--- src/rtl/bridge_gate_pkg.sv ---
package bridge_gate_pkg;
  localparam int NPH = 3;

  // Control-to-datapath strobes
  typedef struct packed {
    logic [NPH-1:0] kill;    // latched phase shutdown
    logic [NPH-1:0] blkHi;   // high side cut for this pulse
    logic [NPH-1:0] blkLo;   // low side cut for this pulse
    logic           allOff;  // enable low or any lockout
  } gateStrobe_t;
endpackage

--- src/rtl/bridge_gate_deadtime.sv ---
module bridge_gate_deadtime #(
  parameter int DT_W = 8
) (
  input  logic            clk,
  input  logic            rstN,
  input  logic            want,
  input  logic            otherOn,
  input  logic [DT_W-1:0] dead,
  output logic            gateOut
);
  logic [DT_W-1:0] cnt;

  always_ff @(posedge clk or negedge rstN) begin
    if (!rstN) begin
      cnt     <= '0;
      gateOut <= 1'b0;
    end else if (!want) begin
      cnt     <= '0;
      gateOut <= 1'b0;
    end else if (otherOn) begin
      cnt <= '0;
    end else if (!gateOut) begin
      if (cnt >= dead) gateOut <= 1'b1;
      else             cnt     <= cnt + 1'b1;
    end
  end
endmodule

--- src/rtl/bridge_gate_path.sv ---
module bridge_gate_path
  import bridge_gate_pkg::*;
#(
  parameter int DT_W = 8
) (
  input  logic            clk,
  input  logic            rstN,
  input  logic [NPH-1:0]  pwmHi,
  input  logic [NPH-1:0]  pwmLo,
  input  logic            threeInMode,
  input  logic [DT_W-1:0] deadCycles,
  input  gateStrobe_t     strobe,
  output logic [NPH-1:0]  reqHi,
  output logic [NPH-1:0]  reqLo,
  output logic [NPH-1:0]  gateHi,
  output logic [NPH-1:0]  gateLo
);
  logic [NPH-1:0] clash;
  logic [NPH-1:0] wantHi;
  logic [NPH-1:0] wantLo;

  for (genvar p = 0; p < NPH; p++) begin : g_phase
    always_comb begin
      reqHi[p]  = pwmHi[p];
      reqLo[p]  = threeInMode ? ~pwmHi[p] : pwmLo[p];
      clash[p]  = reqHi[p] & reqLo[p];
      wantHi[p] = reqHi[p] & ~clash[p] & ~strobe.allOff & ~strobe.kill[p] & ~strobe.blkHi[p];
      wantLo[p] = reqLo[p] & ~clash[p] & ~strobe.allOff & ~strobe.kill[p] & ~strobe.blkLo[p];
    end

    bridge_gate_deadtime #(.DT_W(DT_W)) u_dtHi (
      .clk(clk), .rstN(rstN), .want(wantHi[p]), .otherOn(gateLo[p]),
      .dead(deadCycles), .gateOut(gateHi[p])
    );

    bridge_gate_deadtime #(.DT_W(DT_W)) u_dtLo (
      .clk(clk), .rstN(rstN), .want(wantLo[p]), .otherOn(gateHi[p]),
      .dead(deadCycles), .gateOut(gateLo[p])
    );
  end
endmodule

--- src/rtl/bridge_gate_ctrl.sv ---
module bridge_gate_ctrl
  import bridge_gate_pkg::*;
#(
  parameter int STRETCH_CYC = 6400
) (
  input  logic           clk,
  input  logic           rstN,
  input  logic           gateEn,
  input  logic           ocLatchMode,
  input  logic [NPH-1:0] ocFlag,
  input  logic           pvddUv,
  input  logic           gvddUv,
  input  logic           gvddOv,
  input  logic           otShut,
  input  logic           otWarn,
  input  logic [NPH-1:0] reqHi,
  input  logic [NPH-1:0] reqLo,
  input  logic [NPH-1:0] gateHi,
  input  logic [NPH-1:0] gateLo,
  output gateStrobe_t    strobe,
  output logic           faultN,
  output logic           warnN
);
  localparam int SW = $clog2(STRETCH_CYC + 1);
  localparam logic [SW-1:0] STRETCH_LOAD = SW'(STRETCH_CYC);

  logic [NPH-1:0] killQ, blkHiQ, blkLoQ;
  logic [SW-1:0]  stretchQ;
  logic           faultQ;
  logic           lockout;

  assign lockout = pvddUv | gvddUv | gvddOv | otShut;

  for (genvar p = 0; p < NPH; p++) begin : g_oc
    always_ff @(posedge clk or negedge rstN) begin
      if (!rstN) begin
        killQ[p]  <= 1'b0;
        blkHiQ[p] <= 1'b0;
        blkLoQ[p] <= 1'b0;
      end else if (!gateEn) begin
        killQ[p]  <= 1'b0;
        blkHiQ[p] <= 1'b0;
        blkLoQ[p] <= 1'b0;
      end else begin
        killQ[p] <= killQ[p] | (ocLatchMode & ocFlag[p]);
        if (!ocLatchMode && ocFlag[p] && gateHi[p]) blkHiQ[p] <= 1'b1;
        else if (!reqHi[p])                         blkHiQ[p] <= 1'b0;
        if (!ocLatchMode && ocFlag[p] && gateLo[p]) blkLoQ[p] <= 1'b1;
        else if (!reqLo[p])                         blkLoQ[p] <= 1'b0;
      end
    end
  end

  always_ff @(posedge clk or negedge rstN) begin
    if (!rstN) begin
      stretchQ <= '0;
      faultQ   <= 1'b0;
    end else begin
      if (|ocFlag)             stretchQ <= STRETCH_LOAD;
      else if (stretchQ != '0) stretchQ <= stretchQ - 1'b1;
      faultQ <= lockout | (|killQ);
    end
  end

  always_comb begin
    strobe.kill   = killQ;
    strobe.blkHi  = blkHiQ;
    strobe.blkLo  = blkLoQ;
    strobe.allOff = ~gateEn | lockout;
    faultN        = ~faultQ;
    warnN         = ~((stretchQ != '0) | otWarn);
  end
endmodule

--- src/rtl/bridge_gate_top.sv ---
module bridge_gate_top
  import bridge_gate_pkg::*;
#(
  parameter int DT_W        = 8,
  parameter int STRETCH_CYC = 6400
) (
  input  logic            clk,
  input  logic            rstN,
  input  logic [2:0]      pwmHi,
  input  logic [2:0]      pwmLo,
  input  logic            threeInMode,
  input  logic            ocLatchMode,
  input  logic            gateEn,
  input  logic [2:0]      ocFlag,
  input  logic            pvddUv,
  input  logic            gvddUv,
  input  logic            gvddOv,
  input  logic            otShut,
  input  logic            otWarn,
  input  logic [DT_W-1:0] deadCycles,
  output logic [2:0]      gateHi,
  output logic [2:0]      gateLo,
  output logic            faultN,
  output logic            warnN
);
  gateStrobe_t    strobe;
  logic [NPH-1:0] reqHi, reqLo;

  bridge_gate_ctrl #(.STRETCH_CYC(STRETCH_CYC)) u_ctrl (
    .clk(clk), .rstN(rstN), .gateEn(gateEn), .ocLatchMode(ocLatchMode),
    .ocFlag(ocFlag), .pvddUv(pvddUv), .gvddUv(gvddUv), .gvddOv(gvddOv),
    .otShut(otShut), .otWarn(otWarn), .reqHi(reqHi), .reqLo(reqLo),
    .gateHi(gateHi), .gateLo(gateLo), .strobe(strobe),
    .faultN(faultN), .warnN(warnN)
  );

  bridge_gate_path #(.DT_W(DT_W)) u_path (
    .clk(clk), .rstN(rstN), .pwmHi(pwmHi), .pwmLo(pwmLo),
    .threeInMode(threeInMode), .deadCycles(deadCycles), .strobe(strobe),
    .reqHi(reqHi), .reqLo(reqLo), .gateHi(gateHi), .gateLo(gateLo)
  );
endmodule

--- config.mk ---
export PLATFORM = sky130hd
export DESIGN_NAME = bridge_gate_top
export DESIGN_NICKNAME = d
export VERILOG_FILES = /design/src/rtl/bridge_gate_pkg.sv /design/src/rtl/bridge_gate_deadtime.sv /design/src/rtl/bridge_gate_path.sv /design/src/rtl/bridge_gate_ctrl.sv /design/src/rtl/bridge_gate_top.sv
export SDC_FILE = /design/constraint.sdc
export NUM_CORES = 1
export LEC_CHECK = 0
export BUFFER_PORTS_ARGS = -buffer_cell sky130_fd_sc_hd__buf_2
export CORE_ASPECT_RATIO = 1.2
export CORE_MARGIN = 4
export CORE_UTILIZATION = 37
export CTS_BUF_LIST = sky130_fd_sc_hd__clkbuf_4 sky130_fd_sc_hd__clkbuf_8
export CTS_CLUSTER_DIAMETER = 120
export DETAILED_ROUTE_END_ITERATION = 6
export PLACE_DENSITY = 0.62
export SYNTH_ARGS = -nofsm -noshare
export SYNTH_HDL_FRONTEND = slang
export SYNTH_SLANG_ARGS = --single-unit
--- constraint.sdc ---
create_clock -name clk -period 2.3 [get_ports clk]
set_input_delay 0.115 -clock clk [delete_from_list [all_inputs] [get_ports clk]]
set_output_delay 0.115 -clock clk [all_outputs]
set_load 0.1 [all_outputs]
---- Yosys cells after proc, flatten, opt, wreduce, memory -nomap -nowiden ----
Index checks and enable logic that the tools add are counted.
cells by class
  reduce and logical (&&, ||, !) cells .... 20
  $lt $le $gt $ge ......................... 6
  muxes and demuxes ....................... 74
  equality and inequality tests ........... 24
  bitwise operators ....................... 58
  add/sub/neg operators ................... 7
operators with widths
  operator               count
  $mux 8                 24
  $add 8x1->8 const B    6
  $ge 8x8->1             6
  $mux 1                 48
  $and 1x1->1            30
  $ne 3x2->1 const B     9
  $ne 3x3->1 const B     9
  $mux 13                2
  $not 1->1              19
  $reduce_bool 13->1     1
  $sub 13x1->13 const B  1
  $ne 2x2->1 const B     6
  $reduce_and 2->1       6
  $logic_and 1x1->1      9
  $or 1x1->1             9
  $reduce_or 3->1        2
  $reduce_bool 2->1      1
  $logic_not 1->1        1
storage, ports and cells
  bits in registers ....................... 77
  input port bits ......................... 27

---- Longest topological paths before layout ----
Gate-level depths: netlist of the first run.
  depth after elaboration ................. 10
  gate-level depth with buffers ........... 8

---- Modules after synthesis ----
A second synthesis of the first run with hierarchy kept.
second synthesis, totals
  cells, all modules ...................... 570
  area, all modules ....................... 5087.4 µm²
by module, submodules not included
  module                cells an instance  seq. area each (µm²)  instances  area each (µm²)
  bridge_gate_deadtime  72                 225.2                 6          625.6
  bridge_gate_ctrl      116                575.6                 1          1174.9
  bridge_gate_path      22                 0.0                   1          158.9

---- Worst setup path after synthesis of the first run ----
No wires, ideal clock.
  path kind ............................... flip-flop to output port
  start point ............................. register u_ctrl.stretchQ[0]
  end point ............................... output port warnN
  stages on the path, launching flop included .. 6
  path buffers ............................ 0
  arrival time ............................ 2.548 ns
  slack ................................... -0.363 ns
  cells stage by stage .................... dfrtp_1 -> inv_1 -> ha_1 -> nor4b_1 -> nand3_1 -> nor2_1
on the way
  longest elaborated chain between the ends .. 3
RTL lines
  item                      line                    RTL
  start: declaration        bridge_gate_ctrl.sv:28  logic [SW-1:0] stretchQ;
  start signal: assignment  bridge_gate_ctrl.sv:60  else if (stretchQ != '0) stretchQ <= stretchQ - 1'b1;
  $reduce_bool 13->1        bridge_gate_ctrl.sv:71  warnN = ~((stretchQ != '0) | otWarn);
  $or 1x1->1                bridge_gate_ctrl.sv:71
  $not 1->1                 bridge_gate_ctrl.sv:71
  end: declaration          bridge_gate_top.sv:24   output logic warnN
Every way passes these cells.

---- Worst setup path after layout of the first run ----
  start point ............................. register u_path.g_phase[2].u_dtHi.cnt[3]
  end point ............................... register u_path.g_phase[2].u_dtHi.cnt[3]
on the way
  longest elaborated chain between the ends .. 5
  elaborated cells on any way between the ends .. 8
  classes of those cells .................. add/sub (1); order compare (1); eq/ne (1); mux (4); reduce/logical (1)
RTL lines
  item                      line                        RTL
  start: declaration        bridge_gate_deadtime.sv:11  logic [DT_W-1:0] cnt;
  start signal: assignment  bridge_gate_deadtime.sv:24  else cnt <= cnt + 1'b1;
  $add 8x1->8               bridge_gate_deadtime.sv:24
  $mux 8                    bridge_gate_deadtime.sv:23  if (cnt >= dead) gateOut <= 1'b1;
  $mux 8                    bridge_gate_deadtime.sv:22  end else if (!gateOut) begin
  $mux 8                    bridge_gate_deadtime.sv:20  end else if (otherOn) begin
  $mux 8                    bridge_gate_deadtime.sv:17  end else if (!want) begin
Several ways; a longest one is shown, not always the timed one. The select of a mux whose other input is x is not followed.
A chain may end at the register's enable or synchronous reset.

==> impl_metrics.tcl, run 1 <==
set metrics [dict create \
    post_drt_wl_per_cell_um 15.9 \
    status "finished, final reports clean" \
    yosys_warnings 0 \
    row_count 46 \
    clock_sinks 77 \
    die_area_sq_mm 0.0155 \
    crit_path_end_kind "register" \
    synth-seq-area-share_pct 38.4 \
    grt_pass1_wl_um 20800 \
    maxSlewHeadroom_pct 59.8 \
    worstMarginPinSlew_ns 0.588 \
    synth.avg_cell_area_sq_um 9.62 \
    slew_violations 0 \
    worstHoldPathType "primary input to register" \
    cts_made_buffers 9 \
    ys_ff_latch 77 \
    cp_data_required_time_ns 2.58 \
    synth_top_area_share_pct 38.4 \
    clk_latency_ns 0.36 \
    gr-usage-met1_pct 20.9 \
    synth_top_family_by_area "simple AND/OR/NAND/NOR gates" \
    clk_pin_slew_worst_paths_ns 0.08 \
    ios 35 \
    grt_max_degree 47 \
    synth-async-reset-ratio_pct 100 \
    synth-simple-area-share_pct 20.7 \
    path_buf_inv 1 \
    fin_nets 688 \
    synth-edff-count 0 \
    arrival_ns 2.47 \
    die_h_um 136 \
    synth_fa_ha_area_share_pct 14.0 \
    hpwl_um 9570 \
    crit_path_max_incr_delay_ns 0.42 \
    antenna_found_initial 0 \
    grt_use_met2_pct 29.2 \
    htree_levels 3 \
    crit_chain "ha_1 -> a211oi_2 -> o21ai_1 -> buf_4 -> a2111o_1 -> or3_1 -> a21oi_1" \
    maxCapViolations 0 \
    coreArea_sq_mm 0.0132 \
    cts_tree "built" \
    drive_gt1_share_pct 18.2 \
    netlist_area_sq_mm 0.00502 \
    synth_compound_area_share_pct 17.5 \
    busiest_layer "met2" \
    worst-path-max-fanout 5 \
    fin_crit_sh_pct 94.9 \
    root_buffer "clkbuf_8" \
    vias 4305 \
    synth_common_cells "dfrtp_1, ha_1, nor2_1" \
    num_antenna_cells 0 \
    final.min_clock_period_ns 2.18 \
    cp_slowest_cell "dfrtp_1" \
    grt_pass1_vias 4361 \
    die_w_um 114 \
    grtUsageMet3_pct 1.83 \
    dr.pass1.iters 4 \
    clk_path_buf_depth 2 \
    clock_skew_ns 0.0100 \
    antenna_left 0 \
    drc 0 \
    synth_largest_area_cell "dfrtp_1" \
    syn2layout_area_growth_pct 19.8 \
    leakage_uw 0.00271 \
    start_kind "register" \
    place.gp.congestion 0.771 \
    finalPower_uw 2590 \
    synth_most_common_cell "dfrtp_1" \
    ys.flop_type "dfrtp_1" \
    track_usage_pct 16.6 \
    dp_slack_ns 0.00876 \
    start_util_pct 37.9 \
    ir_drop_mv 0.365 \
    synth.net_count 605 \
    crit_type "register to register" \
    power_density_mw_per_mm2 430 \
    hold_viol 0 \
    port_buffers 34 \
    cpLargestDelayFamily "compound AO/OA/AOI/OAI gates" \
    grt-ovfl-total 0 \
    synthCells 522 \
    fin_tns_setup_ns 0 \
    fmax_ghz 0.458 \
    drt-vias-per-instance 5.53 \
    synth_xor_area_share_pct 4.88 \
    synth.top_cells.by_area "dfrtp_1, ha_1, xnor2_1, a21oi_1, nor2_1" \
    worst_slack_ns 0.117 \
    finalSetupViolCount 0 \
    synthMuxAreaShare_pct 1.22 \
    drt_iter0_markers 173 \
    wirelength_um 12400 \
    ys_types 52 \
]
==> report_power, final <==
part / leakage, uW / switching [uW] / internal [uW]
logic: 0.00157 / 153 / 108
clock network: 0.0000850 / 519 / 433
registers: 0.00105 / 12.1 / 1360
==> final timing paths <==
check | startpoint | endpoint | slack, ns | depth (start not counted)
max | u_path.g_phase[2].u_dtHi.cnt[3]$_DFFE_PN0P_ | u_path.g_phase[2].u_dtHi.cnt[3]$_DFFE_PN0P_ | 0.12 | 7
min in group asynchronous | rstN | u_path.g_phase[0].u_dtHi.cnt[4]$_DFFE_PN0P_ | 0.31 | 2
max reg2reg | u_path.g_phase[2].u_dtHi.cnt[3]$_DFFE_PN0P_ | u_path.g_phase[2].u_dtHi.cnt[3]$_DFFE_PN0P_ | 0.12 | 7
min reg2reg | u_ctrl.stretchQ[11]$_DFFE_PN0P_ | u_ctrl.stretchQ[11]$_DFFE_PN0P_ | 0.52 | 2
min | pvddUv | u_ctrl.faultQ$_DFF_PN0_ | 0.02 | 3
max in group asynchronous | rstN | u_path.g_phase[0].u_dtLo.cnt[5]$_DFFE_PN0P_ | 1.40 | 3
==> area by class of cell <==
| cell class | count | area [sq um] |
|---|---|---|
| fillers | 1266 | 7220 |
| clock inverters | 5 | 36.3 |
| clock buffers | 11 | 145 |
| inverters | 24 | 90.1 |
| well taps | 168 | 210 |
| flip-flops and latches | 77 | 1930 |
| repair buffers | 87 | 633 |
| multi-input cells | 406 | 2970 |
==> cells by family after synthesis <==
group,count (synthesis)
AOI/OAI and AO/OA,127
xor gates and xnor gates,28
adders and majority gates,56
buffers and inverters,39
DFF,77
muxes,6
and+or+nand+nor,189
==> metal layers <==
metal	routed length, um	share of wire, %
met5	0	0
met4	260	2.1
met3	314	2.5
met2	6310	51
met1	5480	44
==> cell usage in the layout (no fill, tap or decap), drive strengths merged, types with 17 or more instances in the layout <==
cell type,n
o21ai,19
nand3,22
nor2b,17
xnor2,23
buf,83
dfrtp,77
nor2,42
a21oi,36
inv,24
nand2,24
ha,56
==> through the flow <==
step                      instances  hold slack, ns  utilization [%]  area [sq um]
after floorplan                 522          -0.181                -          5020
after global placement          755           0.176             43.3          5730
after detailed placement        755           0.182             43.3          5730
after CTS                       775         0.00332             45.0          5950
after global routing            778          0.0339             45.4          6010
final                           778          0.0203             45.4          6010
==> sequential cells by signal (all words and copies together), names as in the netlist <==
name,cells
u_ctrl.faultQ,1
u_ctrl.stretchQ,13
u_path.g_phase.u_dtLo.gateOut,3
u_path.g_phase.u_dtHi.cnt,24
u_path.g_phase.u_dtLo.cnt,24
u_path.g_phase.u_dtHi.gateOut,3
u_ctrl.strobe,9
==> worst min-delay path, cell delays in order <==
cell     delay, ns
buf_2         0.08
nor4_1        0.04
nand2_1       0.08
==> repair_timing <==
item | 4_1_cts | 5_1_grt
setup buffers | 0 | 3
pin swaps | 0 | 1
endpoints found under the setup margin | 3 | 22
resized for setup | 2 | 11
endpoints found under the hold margin | 47 | 0
hold buffers | 4 | 0
(Power assumes the default switching activity.)
==> run 2, diff against run 1 <==
--- a/config.mk
+++ b/config.mk
@@ -12,7 +12,7 @@
 export CTS_BUF_LIST = sky130_fd_sc_hd__clkbuf_4 sky130_fd_sc_hd__clkbuf_8
 export CTS_CLUSTER_DIAMETER = 120
 export DETAILED_ROUTE_END_ITERATION = 6
-export PLACE_DENSITY = 0.62
+export PLACE_DENSITY = 0.6
 export SYNTH_ARGS = -nofsm -noshare
 export SYNTH_HDL_FRONTEND = slang
 export SYNTH_SLANG_ARGS = --single-unit
==> constraint.sdc (replaced) <==
create_clock -name clk -period 2.8 [get_ports clk]
set_input_delay 0.14 -clock clk [delete_from_list [all_inputs] [get_ports clk]]
set_output_delay 0.14 -clock clk [all_outputs]
set_load 0.1 [all_outputs]
==> run 2 against run 1 <==
  * Sequential share of layout area up 2.2 points
  * Sequential power down 18%
  * Worst hold slack better by 0.0071 ns
  * Clock-buffer cell count unchanged
  * Critical endpoint is now u_path.g_phase[1].u_dtLo.cnt[5]$_DFFE_PN0P_
==> impl_metrics.tcl, run 2 (synthesized netlist as in run 1, its figures left out) <==
set metrics [dict create \
    crit_type "primary input to register" \
    clock_skew_ns 0.00841 \
    worstHoldPathType "primary input to register" \
    antenna_found_initial 0 \
    clk_pin_slew_worst_paths_ns 0.08 \
    r2r_cells 7 \
    clk_path_buf_depth 2 \
    seq_area_sq_mm 0.00193 \
    clock_sinks 77 \
    num_antenna_cells 0 \
    status "finished, final reports clean" \
    start_kind "primary input" \
    postLayoutCoreUtil_pct 42.5 \
    wirelength_um 11900 \
    clk_latency_ns 0.36 \
    grt-ovfl-total 0 \
    root_buffer "clkbuf_8" \
    antenna_left 0 \
    hold_viol 0 \
    fin_nets 642 \
    port_buffers 34 \
    maxSlewHeadroom_pct 33.0 \
    worst-path-max-fanout 8 \
    r2r_slack_ns 0.39 \
    whs_endpoint "u_ctrl.faultQ$_DFF_PN0_" \
    die_w_um 114 \
    ir_drop_mv 0.229 \
    htree_levels 3 \
    row_count 46 \
    final.fill_count 1322 \
    grt_pass1_wl_um 19900 \
    die_area_sq_mm 0.0155 \
    drive_gt1_share_pct 10.6 \
    track_usage_pct 16.1 \
    start_util_pct 37.9 \
    die_h_um 136 \
    slew_violations 0 \
    multiInputGateArea_sq_mm 0.00294 \
    cts_setup_buffers 0 \
    fmax_ghz 0.398 \
    dr.pass1.iters 4 \
    final.min_clock_period_ns 2.51 \
    post_drt_wl_per_cell_um 16.3 \
    hold_path_startpoint "otShut" \
    syn2layout_area_growth_pct 12.0 \
    cts_tree "built" \
    place.gp.congestion 0.788 \
    arrival_ns 2.79 \
    cp_data_required_time_ns 3.08 \
    rsz0062_at_grt "false" \
    cts_made_buffers 9 \
    hpwl_um 8800 \
    vias 4097 \
    fin_tns_setup_ns 0 \
    dp_slack_ns 0.383 \
    worstMarginPinSlew_ns 1.00 \
    drt_iter0_markers 202 \
    coreArea_sq_mm 0.0132 \
    maxCapViolations 0 \
    final_common_cell "dfrtp_1" \
    drt-vias-per-instance 5.60 \
    ios 35 \
    grt_pass1_vias 4035 \
    drc 0 \
    final_cell_mix "dfrtp_1, ha_1, nor2_1" \
    top_regs "u_path.g_phase.u_dtHi.cnt (24), u_path.g_phase.u_dtLo.cnt (24), u_ctrl.stretchQ (13)" \
    power_density_mw_per_mm2 405 \
    finalSetupViolCount 0 \
    finalPower_uw 2280 \
    grt_max_degree 78 \
    fin_crit_sh_pct 89.7 \
    timing.rr.start "u_path.g_phase[1].u_dtHi.cnt[0]$_DFFE_PN0P_" \
    worst_slack_ns 0.289 \
    min_delay_path_depth 3 \
    crit_path_end_kind "register" \
    r2r_end "u_path.g_phase[1].u_dtHi.cnt[3]$_DFFE_PN0P_" \
    leakage_uw 0.00247 \
]
-- run 2: area by class of cell --
type	count	area share, %
Timing Repair Buffer	41	4.14
Tap cell	168	3.74
Multi-Input combinational cell	406	52.2
Inverter	24	1.60
Sequential cell	77	34.3
Clock buffer	11	2.58
Clock inverter	5	1.49
-- run 2: timing repair --
item / in CTS / in global routing
hold buffers: 3 / 0
endpoints found under the setup margin: 0 / 1
endpoints found under the hold margin: 53 / 0
resized for setup: 0 / 2
-- run 2: how the worst max path moves through the flow --
stage	start	end	slack, ns
after global placement	gvddOv	u_path.g_phase[1].u_dtLo.cnt[1]$_DFFE_PN0P_	0.45
after global routing	u_ctrl.stretchQ[7]$_DFFE_PN0P_	warnN	0.15
final	pvddUv	u_path.g_phase[1].u_dtLo.cnt[5]$_DFFE_PN0P_	0.29
after CTS	u_ctrl.stretchQ[0]$_DFFE_PN0P_	warnN	0.19
after detailed placement	deadCycles[1]	u_path.g_phase[1].u_dtLo.cnt[5]$_DFFE_PN0P_	0.38
after floorplan	u_ctrl.stretchQ[0]$_DFFE_PN0P_	warnN	0.11
-- run 2: critical path: stages --
cell and delay, ns:
dlygate4sd3_1 0.53, buf_2 0.12, or4b_1 0.49, or3_1 0.36, or4_1 0.54, or2_0 0.39, a21oi_1 0.21
-- run 2: where the power goes --
part | switching [uW] | internal, uW | leakage, uW
sequential | 9.73 | 1120 | 0.00105
combinational | 117 | 69.4 | 0.00131
clock | 422 | 538 | 0.000109
total | 548 | 1730 | 0.00247
-- run 2: layer usage --
metal | wire length, um | GRT usage (%) | share of wire (%)
met5 | 0 | 0 | 0
met4 | 118 | 4.62 | 0.99
met3 | 449 | 2.90 | 3.8
met2 | 5700 | 26.9 | 48
met1 | 5650 | 21.4 | 47
-- run 2: through the flow --
| stage | cells | hold slack, ns | instance area [sq um] |
|---|---|---|---|
| 3_5_place_dp | 713 | 0.353 | 5350 |
| 5_1_grt | 732 | 0.0436 | 5620 |
| 6_report | 732 | 0.0274 | 5620 |
| 4_1_cts | 732 | 0.00841 | 5610 |
| 2_1_floorplan | 522 | -0.156 | 5020 |
| 3_3_place_gp | 713 | 0.352 | 5350 |
